--- config.mk ---
export PLATFORM = sky130hd
export DESIGN_NAME = pwr_state_seq
export DESIGN_NICKNAME = d
export VERILOG_FILES = /design/src/rtl/pwr_seq_pkg.sv /design/src/rtl/pwr_state_fsm.sv /design/src/rtl/pwr_clk_gate.sv /design/src/rtl/pwr_viol_mon.sv /design/src/rtl/pwr_state_seq.sv
export SDC_FILE = /design/constraint.sdc
export NUM_CORES = 1
export LEC_CHECK = 0
export BUFFER_PORTS_ARGS = -buffer_cell sky130_fd_sc_hd__buf_2
export CAP_MARGIN = 20
export CORE_MARGIN = 3
export CORE_UTILIZATION = 45
export CTS_BUF_LIST = sky130_fd_sc_hd__clkbuf_8
export CTS_CLUSTER_SIZE = 20
export DETAILED_ROUTE_END_ITERATION = 16
export PLACE_DENSITY = 0.7
export SYNTH_ARGS = -nofsm -noshare
export SYNTH_HDL_FRONTEND = slang
export SYNTH_SLANG_ARGS = --single-unit
export TNS_END_PERCENT = 10
--- constraint.sdc ---
create_clock -name clk -period 2.1 [get_ports clk]
set_clock_uncertainty 0.15 [all_clocks]
set_input_delay 0.21 -clock clk [delete_from_list [all_inputs] [get_ports clk]]
set_output_delay 0.21 -clock clk [all_outputs]
set_load 0.01 [all_outputs]
--- src/rtl/pwr_seq_pkg.sv ---
package pwr_seq_pkg;

    typedef enum logic [1:0] {
        PS_GRANT  = 2'd0,
        PS_SLEEP  = 2'd1,
        PS_DEEP   = 2'd2,
        PS_RELOCK = 2'd3
    } pstate_e;

    typedef enum logic [1:0] {
        VC_NONE      = 2'd0,
        VC_BUS_DEEP  = 2'd1,
        VC_BUS_SLEEP = 2'd2,
        VC_RST_SEQ   = 2'd3
    } vcause_e;

endpackage

--- src/rtl/pwr_state_fsm.sv ---
module pwr_state_fsm
    import pwr_seq_pkg::*;
#(
    parameter int RELOCK_CYCLES = 3000
) (
    input  logic    clk,
    input  logic    rst_n,
    input  logic    sleep_n,
    input  logic    deep_n,
    input  logic    core_rst_n,
    output pstate_e state_o,
    output logic    enter_deep_o,
    output logic    exit_deep_o
);
    localparam int RW = $clog2(RELOCK_CYCLES + 1);

    typedef struct packed {
        pstate_e        st;
        logic [RW-1:0]  rl;
    } fsm_t;

    fsm_t cur_q, nxt_d;
    logic enter_d, exit_d;

    always_comb begin
        nxt_d   = cur_q;
        enter_d = 1'b0;
        exit_d  = 1'b0;
        if (!core_rst_n) begin
            nxt_d.st = PS_GRANT;
            nxt_d.rl = '0;
        end else begin
            unique case (cur_q.st)
                PS_GRANT: begin
                    if (!sleep_n) nxt_d.st = PS_SLEEP;
                end
                PS_SLEEP: begin
                    if (sleep_n) begin
                        nxt_d.st = PS_GRANT;
                    end else if (!deep_n) begin
                        nxt_d.st = PS_DEEP;
                        enter_d  = 1'b1;
                    end
                end
                PS_DEEP: begin
                    if (deep_n) begin
                        nxt_d.st = PS_RELOCK;
                        nxt_d.rl = RW'(RELOCK_CYCLES - 1);
                        exit_d   = 1'b1;
                    end
                end
                PS_RELOCK: begin
                    if (cur_q.rl == '0) nxt_d.st = PS_SLEEP;
                    else                nxt_d.rl = cur_q.rl - RW'(1);
                end
                default: nxt_d.st = PS_GRANT;
            endcase
        end
    end

    always_ff @(posedge clk) begin
        if (!rst_n) begin
            cur_q.st <= PS_GRANT;
            cur_q.rl <= '0;
        end else begin
            cur_q <= nxt_d;
        end
    end

    assign state_o      = cur_q.st;
    assign enter_deep_o = enter_d;
    assign exit_deep_o  = exit_d;

    // checker: cycles spent in relock, counted independently of rl
    logic [RW-1:0] dwell_q;
    always_ff @(posedge clk) begin
        if (!rst_n)                                     dwell_q <= '0;
        else if (cur_q.st != PS_RELOCK)                 dwell_q <= '0;
        else if (dwell_q != {RW{1'b1}})                 dwell_q <= dwell_q + RW'(1);
    end

    assert_deep_only_from_sleep_R4: assert property (@(posedge clk) disable iff (!rst_n)
        (cur_q.st == PS_DEEP && $past(cur_q.st) != PS_DEEP) |-> $past(cur_q.st) == PS_SLEEP);

    assert_relock_length_R6: assert property (@(posedge clk) disable iff (!rst_n)
        (cur_q.st == PS_SLEEP && $past(cur_q.st) == PS_RELOCK) |-> dwell_q == RW'(RELOCK_CYCLES));

endmodule

--- src/rtl/pwr_clk_gate.sv ---
module pwr_clk_gate
    import pwr_seq_pkg::*;
#(
    parameter int GATE_DLY    = 2,
    parameter int RESTART_DLY = 4
) (
    input  logic    clk,
    input  logic    rst_n,
    input  logic    core_rst_n,
    input  pstate_e state_i,
    input  logic    stop_n,
    input  logic    enter_i,
    input  logic    exit_i,
    output logic    clk_en_o
);
    localparam int MAXD = (GATE_DLY > RESTART_DLY) ? GATE_DLY : RESTART_DLY;
    localparam int CW   = $clog2(MAXD + 2);

    typedef struct packed {
        logic          en;
        logic [CW-1:0] cnt;
    } gate_t;

    gate_t cur_q, nxt_d;

    always_comb begin
        nxt_d = cur_q;
        if (!core_rst_n) begin
            nxt_d.en  = 1'b1;
            nxt_d.cnt = '0;
        end else if (enter_i) begin
            nxt_d.en  = 1'b1;
            nxt_d.cnt = CW'(GATE_DLY - 1);
        end else if (exit_i) begin
            nxt_d.cnt = CW'(RESTART_DLY - 1);
        end else begin
            unique case (state_i)
                PS_DEEP: begin
                    if (cur_q.cnt != '0)  nxt_d.cnt = cur_q.cnt - CW'(1);
                    else if (!stop_n)     nxt_d.en  = 1'b0;
                end
                PS_RELOCK: begin
                    if (cur_q.cnt != '0)  nxt_d.cnt = cur_q.cnt - CW'(1);
                    else                  nxt_d.en  = 1'b1;
                end
                default: begin
                    nxt_d.en  = 1'b1;
                    nxt_d.cnt = '0;
                end
            endcase
        end
    end

    always_ff @(posedge clk) begin
        if (!rst_n) begin
            cur_q.en  <= 1'b1;
            cur_q.cnt <= '0;
        end else begin
            cur_q <= nxt_d;
        end
    end

    assign clk_en_o = cur_q.en;

    // checker counters
    logic [1:0]    stop_dwell_q;
    logic [CW-1:0] since_exit_q;
    always_ff @(posedge clk) begin
        if (!rst_n) begin
            stop_dwell_q <= '0;
            since_exit_q <= '0;
        end else begin
            if (state_i == PS_DEEP && !stop_n)
                stop_dwell_q <= (stop_dwell_q == 2'd3) ? 2'd3 : stop_dwell_q + 2'd1;
            else
                stop_dwell_q <= '0;
            if (exit_i)
                since_exit_q <= '0;
            else if (state_i == PS_RELOCK && since_exit_q != {CW{1'b1}})
                since_exit_q <= since_exit_q + CW'(1);
        end
    end

    assert_gate_bound_R5: assert property (@(posedge clk) disable iff (!rst_n)
        (32'(stop_dwell_q) >= GATE_DLY) |-> !cur_q.en);

    assert_restart_delay_R7: assert property (@(posedge clk) disable iff (!rst_n)
        ($rose(cur_q.en) && state_i == PS_RELOCK) |-> since_exit_q == CW'(RESTART_DLY));

endmodule

--- src/rtl/pwr_viol_mon.sv ---
module pwr_viol_mon
    import pwr_seq_pkg::*;
(
    input  logic    clk,
    input  logic    rst_n,
    input  logic    core_rst_n,
    input  pstate_e state_i,
    input  logic    sleep_n,
    input  logic    stop_n,
    input  logic    bus_act,
    output vcause_e cause_o
);
    typedef struct packed {
        vcause_e cause;
        logic    rst_chk;
    } mon_t;

    mon_t cur_q, nxt_d;

    always_comb begin
        nxt_d.rst_chk = !core_rst_n && (state_i == PS_SLEEP);
        if (cur_q.rst_chk && (!sleep_n || !stop_n))
            nxt_d.cause = VC_RST_SEQ;
        else if (bus_act && (state_i == PS_DEEP || state_i == PS_RELOCK))
            nxt_d.cause = VC_BUS_DEEP;
        else if (bus_act && state_i == PS_SLEEP && !sleep_n)
            nxt_d.cause = VC_BUS_SLEEP;
        else
            nxt_d.cause = VC_NONE;
    end

    always_ff @(posedge clk) begin
        if (!rst_n) begin
            cur_q.cause   <= VC_NONE;
            cur_q.rst_chk <= 1'b0;
        end else begin
            cur_q <= nxt_d;
        end
    end

    assign cause_o = cur_q.cause;

    assert_bus_in_deep_R9: assert property (@(posedge clk) disable iff (!rst_n)
        (bus_act && state_i == PS_DEEP) |=> cur_q.cause != VC_NONE);

    assert_reset_seq_R11: assert property (@(posedge clk) disable iff (!rst_n)
        (cur_q.rst_chk && !sleep_n) |=> cur_q.cause == VC_RST_SEQ);

endmodule

--- src/rtl/pwr_state_seq.sv ---
module pwr_state_seq
    import pwr_seq_pkg::*;
#(
    parameter int RELOCK_CYCLES = 3000,
    parameter int GATE_DLY      = 2,
    parameter int RESTART_DLY   = 4
) (
    input  logic       clk,
    input  logic       rst_n,
    input  logic       sleep_req_n,
    input  logic       deep_req_n,
    input  logic       clkstop_req_n,
    input  logic       core_rst_n,
    input  logic       bus_act,
    output logic [1:0] state_o,
    output logic       clk_en_o,
    output logic       snoop_ok_o,
    output logic       viol_o,
    output logic [1:0] viol_cause_o
);
    pstate_e st;
    vcause_e cause;
    logic    enter_deep, exit_deep;

    pwr_state_fsm #(.RELOCK_CYCLES(RELOCK_CYCLES)) u_fsm (
        .clk          (clk),
        .rst_n        (rst_n),
        .sleep_n      (sleep_req_n),
        .deep_n       (deep_req_n),
        .core_rst_n   (core_rst_n),
        .state_o      (st),
        .enter_deep_o (enter_deep),
        .exit_deep_o  (exit_deep)
    );

    pwr_clk_gate #(.GATE_DLY(GATE_DLY), .RESTART_DLY(RESTART_DLY)) u_gate (
        .clk        (clk),
        .rst_n      (rst_n),
        .core_rst_n (core_rst_n),
        .state_i    (st),
        .stop_n     (clkstop_req_n),
        .enter_i    (enter_deep),
        .exit_i     (exit_deep),
        .clk_en_o   (clk_en_o)
    );

    pwr_viol_mon u_mon (
        .clk        (clk),
        .rst_n      (rst_n),
        .core_rst_n (core_rst_n),
        .state_i    (st),
        .sleep_n    (sleep_req_n),
        .stop_n     (clkstop_req_n),
        .bus_act    (bus_act),
        .cause_o    (cause)
    );

    always_comb begin
        state_o      = st;
        snoop_ok_o   = (st == PS_GRANT) || (st == PS_SLEEP);
        viol_cause_o = cause;
        viol_o       = (cause != VC_NONE);
    end

    assert_no_snoop_in_deep_R8: assert property (@(posedge clk) disable iff (!rst_n)
        (enter_deep && core_rst_n) |=> !snoop_ok_o);

endmodule

# After elaboration in Yosys (flattened, before gate mapping)
# Index checks and enable logic that the tools add are counted.
totals:
  in_bits: 7
  output_inout_bits: 7
  reg_bits: 21
  wordCells: 71
op_classes:
  n_bitwise: 3
  addsub: 2
  n_mux: 25
  eq_ne: 11
  reduce_logical: 22
ops:
  columns: ["operator", "n"]
  rows:
  - ["12-bit case mux with 2 select lines", 1]
  - ["2-bit 2-to-1 mux", 8]
  - ["14-bit 2-to-1 mux", 1]
  - ["12-bit zero test", 1]
  - ["12-bit 2-to-1 mux", 1]
  - ["2-bit != test, second input constant", 6]
  - ["12-bit by 1-bit subtractor with 12-bit output, second input constant", 1]
  - ["1-bit 2-to-1 mux", 11]
  - ["2-bit case mux with 4 select lines", 1]
  - ["4-bit case mux with 2 select lines", 1]
  - ["4-bit AND reduction", 2]
  - ["1-bit logical AND", 5]
  - ["2-bit == test, second input constant", 2]
  - ["2-bit nonzero test", 2]
  - ["4-bit OR reduction", 1]
  - ["1-bit zero test", 3]
  - ["1-bit logical OR", 3]
  - ["3-bit 2-to-1 mux", 1]
  - ["3-bit != test, second input constant", 1]
  - ["1-bit inverter", 3]
  - ["3-bit AND reduction", 1]
  - ["3-bit nonzero test", 1]
  - ["3-bit OR reduction", 1]
  - ["3-bit by 1-bit subtractor with 3-bit output, second input constant", 1]
  - ["other kinds (4)", 4]

# Depth between registers and ports, before layout
# Gate-level depths: netlist of run 1.
depth:
  depth_word: 6
  ltp_mapped: 7
  ltp_nobuf: 6

# Cells and area by module
# A second synthesis of run 1 with hierarchy kept.
unflattened:
  cells_unflattened: 149
  area_unflattened_um2: 1332.5
by_module_without_submodules:
  columns: ["mod", "n_inst", "cells_per_inst", "seq_area_each_um2", "area_per_inst_um2"]
  rows:
  - ["pwr_state_fsm", 1, 109, 280.3, 954.7]
  - ["pwr_clk_gate", 1, 27, 80.1, 232.7]
  - ["pwr_viol_mon", 1, 11, 60.1, 135.1]
  - ["pwr_state_seq", 1, 2, 0.0, 10.0]

# Worst setup path before layout of run 1
# OpenSTA, ideal clock, no wires.
synth_timing:
  path_type: "reg-to-reg"
  startpoint: "reg, netlist name u_fsm.state_o[0]"
  endpoint: "reg u_fsm.cur_q[11] (netlist name)"
  setup_slack_ns: 0.148
  stages_incl_launch_ff: 7
  setup_time_ns: 0.074
  synth_period_minus_slack_ns: 1.952
  path_buffers: 0
  arrival_time_ns: 1.728
  required_time_ns: 1.876
  path_cell_list: "dfxtp_1 > inv_1 > ha_1 > mux2_2 > nand4b_4 > or4_1 > a31oi_1"
synth_between:
  elab_chain_len: 3
  elab_cells_between_ends: 7
  classes_between: "eq/ne: 4; mux: 1; reduce/logical: 2"
synth_rtl:
  columns: ["element", "line_no", "rtl"]
  rows:
  - ["2-bit == test", "pwr_state_fsm.sv:33", "unique case (cur_q.st)"]
  - ["2-bit != test (no line) or 2-bit nonzero test (tied branches)", null, null]
  - ["3-bit AND reduction (no line)", null, null]
  - ["to (signal assigned)", "pwr_state_fsm.sv:66", "cur_q <= nxt_d;"]
  - ["to (decl)", "pwr_state_fsm.sv:22", "fsm_t cur_q, nxt_d;"]
# Several ways; a longest one is shown, not always the timed one.
# A chain may end at the register's enable or synchronous reset.

# Final worst setup path of run 1
layout_timing:
  startpoint: "reg, netlist name u_fsm.state_o[1]"
  endpoint: "reg, netlist name u_fsm.state_o[0]"
layout_between:
  elab_chain_len: 3
  elab_cells_between_ends: 10
  classes_between: "eq/ne: 7; mux: 1; reduce/logical: 2"
layout_rtl:
  columns: ["element", "line_no"]
  rows:
  - ["2-bit by 1-bit == test with 1-bit output, or another cell as far along", "pwr_state_fsm.sv:33"]
  - ["3-bit != test (no line), or another cell as far along", null]
  - ["4-bit AND reduction (no line)", null]
# Several ways; a longest one is shown, not always the timed one.

==> results.cfg, run 1 <==
[global_routing]
grt_pass1_wl_mm = 4.51
antenna_found_initial = 0
track_usage_pct = 16.7
overflow = 0
grt_max_degree = 13
grt_pass1_vias = 1030

[timing]
fin_tns_setup_ps = 0
worstMarginPinSlew_ps = 573
fin_ws_ps = 104
finalCriticalPeriod_ps = 2000
maxSlewHeadroom_pct = 61.5
setup_viol = 0
slew_viol_final = 0
fmax_mhz = 501
timing.final.hold_violations = 0
min_period_over_period_pct = 95.1
grt_setup_unrepaired = no

[detailed_routing]
dr.pass1.iters = 4
wl_mm = 2.63
drtAntennaViolNets = 0
post-route-drc-count = 0
post_drt_wl_per_cell_um = 14.1
vias_per_cell = 6.12
num_vias = 1144
drtIter0Drc = 30

[cts]
cts_tree = yes
clock-sinks = 21
clkLatencyLatePin_ps = 260
root_buffer = clkbuf_8
cts.hold.buffers_added = 0
cts_buffer_depth = 2
htree_levels = 1
path_clk_slew_ps = 80
cts_buffers = 3

[yosys]
synth_top_area_share_pct = 33.3
async_flop_share_pct = 0
yosysTopAreaCell = dfxtp_1
synthTopCellsByArea = dfxtp_1 (33%), ha_1 (9.9%), or4_1 (4.2%), a21oi_1 (3.6%), o31ai_1 (3.6%)
synth_cell_types = 41
synth.yosys.seq_area_share_pct = 33.3
synth_top_flop_cell = dfxtp_1
synth-seq-cells = 21
yosys_warnings = 0
synth_area_mm2 = 0.00126
avgSynthCellArea_um2 = 8.88
synth_enable_flop_cells = 0
synth_fp_nets = 159
syn_inst = 142

[floorplanning]
initial_utilization_pct = 49.1
die-height_um = 58.9
die_w_um = 58.9
rows = 18
fp.coreArea_mm2 = 0.00257
pin_count = 14
dieArea_mm2 = 0.00347

[layout]
layout-drive-gt1-share_pct = 20.4
fin_area_mm2 = 0.00141
antennaDiodeCount = 0
fillers = 234
final_cells = 187
syn_to_final_growth_pct = 11.8
nets = 175

[run_status]
outcome = completed

[worst_hold_path]
min_path_type = input pin to flop

[power_and_ir_drop]
cellLeakagePower_nw = 0.537
total_power_uw = 709
peakVddDrop_mv = 0.275
powerDensity_mw_per_mm2 = 502

[worst_setup_path]
worst-path-buf-inv = 1
arrival_ps = 2030
path_class = flop to flop
end_kind = flop
cp_slowest_cell = dfxtp_1
critPathTopFamily = simple AND/OR/NAND/NOR gates
crit_path_max_incr_delay_ps = 440
cp_cell_sequence = inv_1, ha_1, nor2b_1, a221o_1, or3_1, a21oi_1
critPathMaxFanout = 6
cp.required_ps = 2130
cp-start-kind = flop
worst-r2r-setup-slack_ps = 100

[flow_run]
drv_cap = 0

[placed_design]
port_buffers = 13
dpl-instance-area_mm2 = 0.00136
hpwl_mm = 1.97
dp_slack_ps = 92.2
placed_cells = 183
gp_congestion = 0.791
## synthesized netlist by cell type (2+ instances only)
cell type  number
a21boi_0        2
nand2_1         9
clkbuf_1        2
o21ai_0         7
and2_1          2
a311oi_1        2
mux2i_1         3
buf_4           4
o211ai_1        2
nand3_1         4
nor2b_1         5
inv_1           7
or3_1           3
or2_2           3
a21oi_1         9
a211oi_1        2
a31oi_1         6
dfxtp_1        21
o31ai_1         6
nor2_1          5
ha_1           10
or4_1           7
nand4_1         2
nor3_1          2
## cell usage in the layout (no fill, tap or decap), types with 2 or more instances in the layout
| cell type | n |
|---|---|
| a211oi_1 | 2 |
| a21boi_0 | 2 |
| a21oi_1 | 9 |
| a311oi_1 | 2 |
| a31oi_1 | 6 |
| and2_1 | 2 |
| buf_2 | 13 |
| buf_4 | 5 |
| clkbuf_8 | 3 |
| dfxtp_1 | 20 |
| ha_1 | 10 |
| inv_1 | 7 |
| mux2i_1 | 3 |
| nand2_1 | 8 |
| nand3_1 | 4 |
| nand4_1 | 2 |
| nor2_1 | 5 |
| nor2b_1 | 5 |
| nor3_1 | 2 |
| o211ai_1 | 2 |
| o21ai_0 | 7 |
| o31ai_1 | 6 |
| or2_2 | 3 |
| or3_1 | 3 |
| or4_1 | 7 |
## layout make-up
type / instances / area, um^2 / share of cell area, %
multi-input combinational: 107 / 776 / 55.0
sequential: 21 / 422 / 29.9
timing repair buffer: 18 / 103 / 7.28
clock buffer: 3 / 41.3 / 2.93
tap: 30 / 37.5 / 2.66
inverter: 7 / 26.3 / 1.86
clock inverter: 1 / 5.00 / 0.355
## path summary, 6_finish.rpt
| kind | start | to | depth (start not counted) |
|---|---|---|---|
| worst max-delay path | u_fsm.state_o[1] | u_fsm.state_o[0] | 6 |
| worst max register to register | u_fsm.state_o[1] | u_fsm.state_o[0] | 6 |
| worst min-delay path | bus_act | u_mon.cause_o[1] | 3 |
| worst min register to register | u_mon.cur_q[0] | u_mon.cause_o[1] | 2 |
## report_power, final
part	leakage [nW]	internal [mW]	total (mW)	switching (mW)
combinational	0.341	0.0181	0.0433	0.0253
sequential	0.170	0.400	0.401	0.000997
clock	0.0255	0.132	0.264	0.132
total	0.537	0.550	0.709	0.158
## sequential cells by signal (all words and copies together), names as in the netlist
name / flops
u_gate.cur_q: 3
u_fsm.state_o: 2
u_fsm.cur_q: 12
u_mon.cur_q: 1
u_gate.clk_en_o: 1
u_mon.cause_o: 2
## per-stage QoR
step / utilization, % / hold WS, ps
global placement: 52.9 / 314
finish: 54.9 / 82.6
CTS: 54.7 / 83.7
global route: 54.9 / 97.2
floorplan: - / 214
detailed placement: 52.9 / 319
## cell families after synthesis
family	after synthesis	synth area share, %
AND/OR/NAND/NOR	50	25.3
AO/OA/AOI/OAI	42	22.0
flip-flops	21	33.3
buffers and inverters	14	5.46
adder cells (fa/ha/maj)	10	9.92
multiplexers	4	3.27
XOR/XNOR	1	0.695
## routing by layer
metal	wire, um	GRT usage (%)	part of all wire, %
met1	1340	22.5	51
met2	1160	26.5	44
met3	93	3.07	3.5
met4	36	6.15	1.4
met5	0	0	0
## tightest hold or removal path: stages
cell and delay (ps):
buf_2 100, nand3_1 60, a21boi_0 70
## timing repair
item / CTS / global route
setup endpoints to repair: 0 / 3
gates resized for setup: 0 / 3
hold endpoints to repair: 0 / 0
setup buffers: 0 / 0
Power figures use the tool's default switching activity.
==> run 2, diff against run 1 <==
--- a/config.mk
+++ b/config.mk
@@ -6,13 +6,13 @@
 export NUM_CORES = 1
 export LEC_CHECK = 0
 export BUFFER_PORTS_ARGS = -buffer_cell sky130_fd_sc_hd__buf_2
-export CAP_MARGIN = 20
 export CORE_MARGIN = 3
 export CORE_UTILIZATION = 45
 export CTS_BUF_LIST = sky130_fd_sc_hd__clkbuf_8
-export CTS_CLUSTER_SIZE = 20
+export CTS_CLUSTER_SIZE = 30
 export DETAILED_ROUTE_END_ITERATION = 16
 export PLACE_DENSITY = 0.7
+export REMOVE_ABC_BUFFERS = 1
 export SYNTH_ARGS = -nofsm -noshare
 export SYNTH_HDL_FRONTEND = slang
 export SYNTH_SLANG_ARGS = --single-unit
==> run 2 against run 1 <==
  * Sequential cell count is the same
  * Clock power is essentially flat
  * Sequential share of layout area is essentially flat
  * Via count grew 0.87%
  * Worst hold slack gained 9.8 ps
  * Worst setup slack gained 7.8 ps
  * Wire length grew 2.5%
  * First-iteration DRC count grew 93%
  * Cell area is essentially flat
  * Core utilization is essentially flat
  * Critical path depth is the same
  * Die area is the same
  * Highest routed layer unchanged
==> results.cfg, run 2 (synthesis gave the netlist of run 1 again) <==
[run_status]
outcome = completed

[timing]
timing.final.hold_violations = 0
maxSlewHeadroom_pct = 56.3
grt_setup_unrepaired = no
fmax_mhz = 503
hold_ws_ps = 92.4
min_period_over_period_pct = 94.7
setup_viol = 0
worstMarginPinSlew_ps = 651
slew_viol_final = 0
finalCriticalPeriod_ps = 1990

[floorplanning]
rows = 18
die_w_um = 58.9
initial_utilization_pct = 49.1
dieArea_mm2 = 0.00347
die-height_um = 58.9
pin_count = 14
fp.coreArea_mm2 = 0.00257

[layout]
top_regs = u_fsm.cur_q (12), u_gate.cur_q (3)
final_core_util_pct = 55.0
syn_to_final_growth_pct = 11.9
fillers = 238
antennaDiodeCount = 0
nets = 175
final_cell_mix = dfxtp_1 (20), buf_2 (13), ha_1 (10)
largest-register = u_fsm.cur_q
layout-drive-gt1-share_pct = 19.7
largest_reg_flops = 12
final_common_cell = dfxtp_1

[cts]
htree_levels = 1
cts_tree = yes
clock-sinks = 21
clkLatencyLatePin_ps = 260
cts_buffers = 3
cts_resized = 0
root_buffer = clkbuf_8
postCtsSetupRepairBufs = 0
path_clk_slew_ps = 80
cts.hold.buffers_added = 0
cts_buffer_depth = 2

[worst_setup_path]
path_class = flop to flop
cp.required_ps = 2140
end_kind = flop
arrival_ps = 2030
worst-r2r-setup-slack_ps = 110
r2r_start = u_fsm.cur_q[0]
cp-start-kind = flop
critPathMaxFanout = 11
crit_start = u_fsm.cur_q[0]

[detailed_routing]
drtIter0Drc = 58
vias_per_cell = 6.17
dr.pass1.iters = 4
drtAntennaViolNets = 0
post_drt_wl_per_cell_um = 14.4
wl_mm = 2.70
num_vias = 1154
post-route-drc-count = 0

[power_and_ir_drop]
total_power_uw = 710
powerDensity_mw_per_mm2 = 503
cellLeakagePower_nw = 0.537
peakVddDrop_mv = 0.317

[global_routing]
antenna_found_initial = 0
grt_max_degree = 13
track_usage_pct = 17.6
grt_pass1_vias = 1116
grt_pass1_wl_mm = 4.77
overflow = 0

[placed_design]
gp_congestion = 0.802
hpwl_mm = 1.99
port_buffers = 13

[worst_hold_path]
min_path_type = input pin to flop
min_from = rst_n

[flow_run]
drv_cap = 0
==> run 2: changes by cell type in the layout (fill, tap and decap cells not counted) <==
cell / change
mux2_2: -1
mux2_4: +1
nand2_1: +1
nand2_2: -1
==> run 2: cell type report <==
type | count | area (um^2) | area share [%]
clock buffers | 3 | 41.3 | 2.93
clock inverters | 1 | 5.00 | 0.355
inverters | 7 | 26.3 | 1.86
multi-input cells | 107 | 777 | 55.1
flip-flops and latches | 21 | 422 | 29.9
well taps | 30 | 37.5 | 2.66
repair buffers | 18 | 103 | 7.27
==> run 2: critical path: stages, from the launching register on <==
cell and delay (ps):
dfxtp_1 390, inv_1 80, ha_1 200, nor2b_1 140, and4_2 300, or4_1 520
a21oi_1 150
==> run 2: stage by stage <==
stage	cells	worst slack (ps)	cell area [um^2]	setup TNS (ps)
after floorplan	135	-29.8	1220	-59.5
after global placement	183	178	1360	0
after detailed placement	183	115	1360	0
after CTS	187	91.3	1410	0
after global routing	187	1.32	1410	0
final	187	111	1410	0
==> run 2: final timing paths <==
check / endpoint / cells past startpoint
setup / recovery: u_fsm.cur_q[10] / 6
hold / removal: u_mon.cause_o[0] / 2
setup reg to reg: u_fsm.cur_q[10] / 6
hold reg to reg: u_mon.cause_o[0] / 2
==> run 2: metal layers <==
layer	up-vias	global-route usage, %	part of all wire (%)
met5	-	0	0
met4	0	9.06	2.1
met3	9	2.41	5.6
met2	45	28.1	46
met1	535	23.0	46
li1	565	-	-
==> run 2: power by group <==
group	internal, mW	total [mW]	switching (mW)
registers	0.400	0.401	0.000994
clock network	0.132	0.265	0.133
logic	0.0184	0.0440	0.0257
total	0.550	0.710	0.159
